### src/rtl/evt_irq_pkg.sv
package evt_irq_pkg;

    typedef enum logic {
        SEL_FLAG = 1'b0,
        SEL_MASK = 1'b1
    } reg_sel_e;

endpackage

### src/rtl/evt_flag_bank.sv
module evt_flag_bank #(
    parameter int              W         = 8,
    parameter logic [W-1:0]    IMPL_BITS = 8'h3F
) (
    input  logic         clk,
    input  logic         rst_n,
    input  logic [W-1:0] evt,
    input  logic         clr_wr,
    input  logic [W-1:0] clr_data,
    output logic [W-1:0] flag_q
);

    localparam logic [W-1:0] ALL_ONES = {W{1'b1}};

    logic [W-1:0] flag_d;

    for (genvar i = 0; i < W; i++) begin : g_bit
        if (IMPL_BITS[i]) begin : g_live
            logic zero_hit;
            assign zero_hit  = clr_wr & ~clr_data[i];
            assign flag_d[i] = evt[i] | (flag_q[i] & ~zero_hit);
        end else begin : g_dead
            assign flag_d[i] = 1'b0;
        end
    end

    always_ff @(posedge clk or negedge rst_n) begin
        if (!rst_n) flag_q <= '0;
        else        flag_q <= flag_d;
    end

    assert_ones_keep_R3: assert property (@(posedge clk) disable iff (!rst_n)
        (clr_wr && clr_data == ALL_ONES) |=> ((flag_q & $past(flag_q)) == $past(flag_q)));

    assert_zero_clears_R4: assert property (@(posedge clk) disable iff (!rst_n)
        clr_wr |=> ((flag_q & $past(~clr_data & ~evt)) == '0));

    assert_event_wins_R5: assert property (@(posedge clk) disable iff (!rst_n)
        (evt != '0) |=> ((flag_q & $past(evt & IMPL_BITS)) == $past(evt & IMPL_BITS)));

    assert_sticky_R2: assert property (@(posedge clk) disable iff (!rst_n)
        (!clr_wr && evt == '0) |=> $stable(flag_q));

endmodule

### src/rtl/evt_mask_bank.sv
module evt_mask_bank #(
    parameter int              W         = 8,
    parameter logic [W-1:0]    IMPL_BITS = 8'h3F
) (
    input  logic         clk,
    input  logic         rst_n,
    input  logic         load,
    input  logic [W-1:0] load_data,
    output logic [W-1:0] mask_q
);

    always_ff @(posedge clk or negedge rst_n) begin
        if (!rst_n)    mask_q <= '0;
        else if (load) mask_q <= load_data & IMPL_BITS;
    end

    assert_mask_hold_R10: assert property (@(posedge clk) disable iff (!rst_n)
        !load |=> $stable(mask_q));

endmodule

### src/rtl/evt_req_merge.sv
module evt_req_merge #(
    parameter int W = 8
) (
    input  logic [W-1:0] flags,
    input  logic [W-1:0] mask,
    output logic         req
);

    assign req = |(flags & mask);

endmodule

### src/rtl/evt_irq_flags.sv
module evt_irq_flags
    import evt_irq_pkg::*;
#(
    parameter int              W         = 8,
    parameter logic [W-1:0]    IMPL_BITS = 8'h3F
) (
    input  logic         clk,
    input  logic         rst_n,
    input  logic [W-1:0] evt_i,
    input  logic         wr_en_i,
    input  logic         wr_sel_i,
    input  logic [W-1:0] wr_data_i,
    output logic [W-1:0] flag_o,
    output logic [W-1:0] mask_o,
    output logic         irq_o
);

    reg_sel_e sel;
    logic     flag_wr;
    logic     mask_wr;

    assign sel     = reg_sel_e'(wr_sel_i);
    assign flag_wr = wr_en_i && (sel == SEL_FLAG);
    assign mask_wr = wr_en_i && (sel == SEL_MASK);

    evt_flag_bank #(.W(W), .IMPL_BITS(IMPL_BITS)) u_flags (
        .clk      (clk),
        .rst_n    (rst_n),
        .evt      (evt_i),
        .clr_wr   (flag_wr),
        .clr_data (wr_data_i),
        .flag_q   (flag_o)
    );

    evt_mask_bank #(.W(W), .IMPL_BITS(IMPL_BITS)) u_mask (
        .clk       (clk),
        .rst_n     (rst_n),
        .load      (mask_wr),
        .load_data (wr_data_i),
        .mask_q    (mask_o)
    );

    evt_req_merge #(.W(W)) u_merge (
        .flags (flag_o),
        .mask  (mask_o),
        .req   (irq_o)
    );

    assert_mask_no_flag_R8: assert property (@(posedge clk) disable iff (!rst_n)
        (mask_wr && evt_i == '0) |=> $stable(flag_o));

    assert_unimpl_zero_R9: assert property (@(posedge clk) disable iff (!rst_n)
        ((flag_o | mask_o) & ~IMPL_BITS) == '0);

    assert_irq_needs_mask_R7: assert property (@(posedge clk) disable iff (!rst_n)
        (mask_o == '0) |-> !irq_o);

endmodule

### config.mk
export PLATFORM = sky130hd
export DESIGN_NAME = evt_irq_flags
export DESIGN_NICKNAME = d
export VERILOG_FILES = /design/src/rtl/evt_irq_pkg.sv /design/src/rtl/evt_flag_bank.sv /design/src/rtl/evt_mask_bank.sv /design/src/rtl/evt_req_merge.sv /design/src/rtl/evt_irq_flags.sv
export SDC_FILE = /design/constraint.sdc
export NUM_CORES = 1
export LEC_CHECK = 0
export CAP_MARGIN = 10
export CORE_MARGIN = 5
export CORE_UTILIZATION = 35
export CTS_CLUSTER_SIZE = 20
export DETAILED_ROUTE_END_ITERATION = 16
export PLACE_DENSITY = 0.81
export SLEW_MARGIN = 30
export SYNTH_ARGS = -nofsm -noshare
export SYNTH_HDL_FRONTEND = slang
export SYNTH_HIERARCHICAL = 1
export SYNTH_SLANG_ARGS = --single-unit
### constraint.sdc
create_clock -name clk -period 2.3 [get_ports clk]
set_clock_uncertainty 0.05 [all_clocks]
set_input_delay 0.46 -clock clk [delete_from_list [all_inputs] [get_ports clk]]
set_output_delay 0.46 -clock clk [all_outputs]
set_load 0.01 [all_outputs]
### After elaboration in Yosys (flattened, before gate mapping)

Index checks and enable logic that the tools add are counted.

| storage, ports and cells | value |
|---|---|
| word-level logic and storage cells | 37 |
| output and inout bits | 17 |
| register bits | 12 |
| input bits | 20 |

| operators by class | value |
|---|---|
| reductions and logical operators | 3 |
| bitwise operators | 32 |

Operator list:

| cell | number |
|---|---|
| 1-bit inverter | 13 |
| 1-bit bitwise AND | 12 |
| 8-bit OR reduction | 1 |
| 6-bit bitwise AND | 1 |
| 1-bit OR | 6 |
| 1-bit logical AND | 2 |

### Longest topological paths before layout

| logic depth | value |
|---|---|
| depth in word-level cells | 6 |
| gate-level depth with buffers | 3 |
| depth with buffers taken out | 3 |

### Hierarchy

The synthesis kept the hierarchy.

By module, submodules not included:

| module | area each (um^2) | sequential area each (um^2) | instances | cells an instance |
|---|---|---|---|---|
| evt_mask_bank | 270.3 | 150.1 | 1 | 16 |
| evt_flag_bank | 251.5 | 150.1 | 1 | 21 |
| evt_req_merge | 36.3 | 0.0 | 1 | 5 |
| evt_irq_flags | 16.3 | 0.0 | 1 | 2 |

### Least setup slack after synthesis

OpenSTA, ideal clock, no wires.

| path | value |
|---|---|
| kind | flip-flop to output port |
| start point | reg u_flags.flag_q[5] |
| end point | out irq_o |
| path buffers | 0 |
| stages on the path, launching flop included | 3 |
| data required time | 1.790 ns |
| setup slack | 1.039 ns |
| arrival time | 0.751 ns |
| cells stage by stage | dfrtp_1 > a22oi_1 > nand4_1 |

| between the ends | value |
|---|---|
| word-level cells in the longest chain between the ends | 2 |

RTL lines:

| what | line | RTL |
|---|---|---|
| from (decl) | evt_flag_bank.sv:10 | `output logic [W-1:0] flag_q` |
| from (signal assigned) | evt_flag_bank.sv:29 | `else flag_q <= flag_d;` |
| 6-bit bitwise AND | evt_req_merge.sv:9 | `assign req = \|(flags & mask);` |
| 8-bit OR reduction | evt_req_merge.sv:9 |  |
| to (decl) | evt_irq_flags.sv:15 | `output logic irq_o` |

No other way between the ends.

### Worst setup path in the final report

| path | value |
|---|---|
| start point | reg u_mask.mask_q[5] |
| end point | out irq_o |

| between the ends | value |
|---|---|
| word-level cells in the longest chain between the ends | 2 |

RTL lines:

| what | line | RTL |
|---|---|---|
| from (decl) | evt_mask_bank.sv:9 | `output logic [W-1:0] mask_q` |
| from (signal assigned) | evt_mask_bank.sv:14 | `else if (load) mask_q <= load_data & IMPL_BITS;` |
| 6-bit bitwise AND | evt_req_merge.sv:9 |  |
| 8-bit OR reduction | evt_req_merge.sv:9 |  |

No other way between the ends.

==> results.py <==
metrics = {
    "run_status": {
        "status": "finished, final reports clean",
    },
    "final_layout": {
        "drive_gt1_share_pct": 16.4,
        "final_cell_area_um2": 877,
        "synthToLayoutAreaGrowth_pct": 52.7,
        "nets": 94,
        "n_antenna_cell": 0,
    },
    "clock_tree": {
        "cts_resized": 0,
        "cts_tree": "built",
        "clockBufferDepth": 2,
        "clock-sinks": 12,
        "ctsHoldBuffers": 0,
        "h-tree-depth": 1,
        "clk_latency_ns": 0.26,
        "clk_pin_slew_ns": 0.07,
        "post_cts_buffers": 0,
        "clockRootBuffer": "clkbuf_4",
        "cts_made_buffers": 3,
    },
    "synthesis": {
        "synth_top_area_share_pct": 52.3,
        "synth_area_leaders": "dfrtp_1 52%, mux2_4 16%, a21o_1 7.8%",
        "synth_area_um2": 574,
        "avgSynthCellArea_um2": 13.1,
        "ys_ff_latch": 12,
        "synth_cells": 44,
        "yosysSeqAreaShare_pct": 52.3,
        "ys_types": 11,
        "yosysWarnings": 6,
        "synth_top_area_cell": "dfrtp_1",
    },
    "sta": {
        "tightest_slew_ns": 0.538,
        "slew_headroom_pct": 64.0,
        "finalSetupTns_ns": 0,
        "rsz0062_at_grt": "no",
        "fmax_mhz": 496,
        "setup_viol": 0,
        "period_minus_slack_ns": 2.02,
        "timing_hold_violations_final": 0,
        "period_share_pct": 87.7,
        "drv_slew": 0,
    },
    "worst_setup_path": {
        "critPathCaptureType": "output port",
        "cp_data_required_time_ns": 1.79,
        "start_kind": "flip-flop",
        "path_class": "reg2out",
        "r2r_end": "u_mask/mask_q[5]",
        "path_max_fanout": 3,
        "ff2ff_path_depth": 1,
        "reg2reg_from": "u_mask/mask_q[5]",
        "crit_arrival_ns": 1.51,
        "rrSetupSlack_ns": 1.46,
    },
    "detailed_routing": {
        "first_iter_violations": 2,
        "num_vias": 434,
        "routedWlPerCell_um": 14.1,
        "drt-total-wl_um": 1260,
        "via_per_inst": 4.88,
        "ant_nets": 0,
        "drc": 0,
        "dr.pass1.iters": 2,
    },
    "die": {
        "num_io_pins": 37,
        "core_area_um2": 1520,
        "die_w_um": 50.5,
        "start_util_pct": 37.7,
        "placementRows": 14,
        "die_h_um": 50.5,
        "die-area_um2": 2550,
    },
    "hold_path": {
        "hold_path_end": "u_flags/flag_q[3]",
        "hold_depth": 1,
        "hp-start": "u_flags/flag_q[3]",
        "hp-class": "reg2reg",
    },
    "grt": {
        "track_usage_pct": 10.2,
        "antenna_found_initial": 0,
        "grt_pass1_vias": 458,
        "grt.overflow.total": 0,
        "grt_pass1_wl_um": 2010,
        "grt_max_degree": 13,
    },
    "pwr": {
        "ir_drop_v": 0.000421,
        "leakagePower_nw": 0.367,
        "power.density_nw_per_um2": 626,
    },
    "placed_design": {
        "placed_area_um2": 841,
        "portBuffers": 28,
        "place.gp.congestion": 0.593,
        "dp_hpwl_um": 1020,
    },
    "job": {
        "cap_violations": 0,
    },
}
final cells by class:
cell class / count / area, µm²
well taps: 16 / 20.0
flip-flops and latches: 12 / 300
multi-input cells: 29 / 240
fillers: 135 / 647
clock buffers: 4 / 36.3
repair buffers: 28 / 280
cell usage after synthesis, drive strengths merged:
cell,n
nand4,1
a22oi,4
and2,1
and2b,1
nand2b,6
conb,2
dfrtp,12
mux2,6
a21o,6
buf,5
stage by stage:
stage / hold WS (ns) / std cells / utilization, % / worst slack, ns / power (mW)
floorplan: 0.114 / 46 / - / 1.04 / 0.316
global placement: 0.437 / 85 / 55.2 / 0.593 / 0.390
detailed placement: 0.446 / 85 / 55.2 / 0.552 / 0.395
CTS: 0.463 / 89 / 57.6 / 0.254 / 0.557
global route: 0.476 / 89 / 57.6 / 0.199 / 0.584
finish: 0.458 / 89 / 57.6 / 0.282 / 0.549
sequential cells by signal, indices dropped and copies added (netlist names):
register and cells:
u_mask/mask_q 6, u_flags/flag_q 6
per-layer routing:
metal	vias up	GRT usage, %	wire [µm]
met3	0	5.62	163
li1	203	-	-
met4	0	3.83	0
met5	-	0	0
met1	205	12.3	525
met2	26	15.3	566
worst max-delay path, stage by stage (launching register included):
cell             delay, ns
dfrtp_1               0.41
a22oi_1               0.23
nand4_1               0.12
clkdlybuf4s50_1       0.49
cell usage in the layout, fill, tap and decap left out:
| master | synthesis | routed |
|---|---|---|
| a21o_1 | 6 | 6 |
| a22oi_1 | 4 | 4 |
| and2_2 | 1 | 1 |
| and2b_2 | 1 | 1 |
| clkbuf_4 | 0 | 3 |
| clkbuf_8 | 0 | 1 |
| clkdlybuf4s50_1 | 0 | 28 |
| conb_1 | 2 | 4 |
| dfrtp_1 | 12 | 12 |
| mux2_4 | 6 | 6 |
| nand2b_1 | 6 | 6 |
| nand4_1 | 1 | 1 |
power breakdown:
part	switching [mW]	internal (mW)	total, mW
Sequential	0.0180	0.232	0.250
Combinational	0.0472	0.0923	0.139
Clock	0.0635	0.0960	0.160
worst max-delay path by stage:
stage	from	endpoint	slack, ns	cells past startpoint
after floorplan	u_flags/flag_q[5]	irq_o	1.04	2
after CTS	u_mask/mask_q[5]	irq_o	0.25	3
after global routing	u_mask/mask_q[5]	irq_o	0.20	3
after detailed placement	u_mask/mask_q[5]	irq_o	0.55	3
after global placement	u_flags/flag_q[0]	irq_o	0.59	3
final	u_mask/mask_q[5]	irq_o	0.28	3
cells by family (layout without fill, tap and decap cells):
family	after synthesis	in the layout	share of synthesized area, %
flops	12	12	52.3
compound gates	10	10	13.1
simple gates	9	9	10.5
mux	6	6	15.7
buf+inv	5	32	7.19
other cells	2	4	1.31
(Power assumes the default switching activity.)
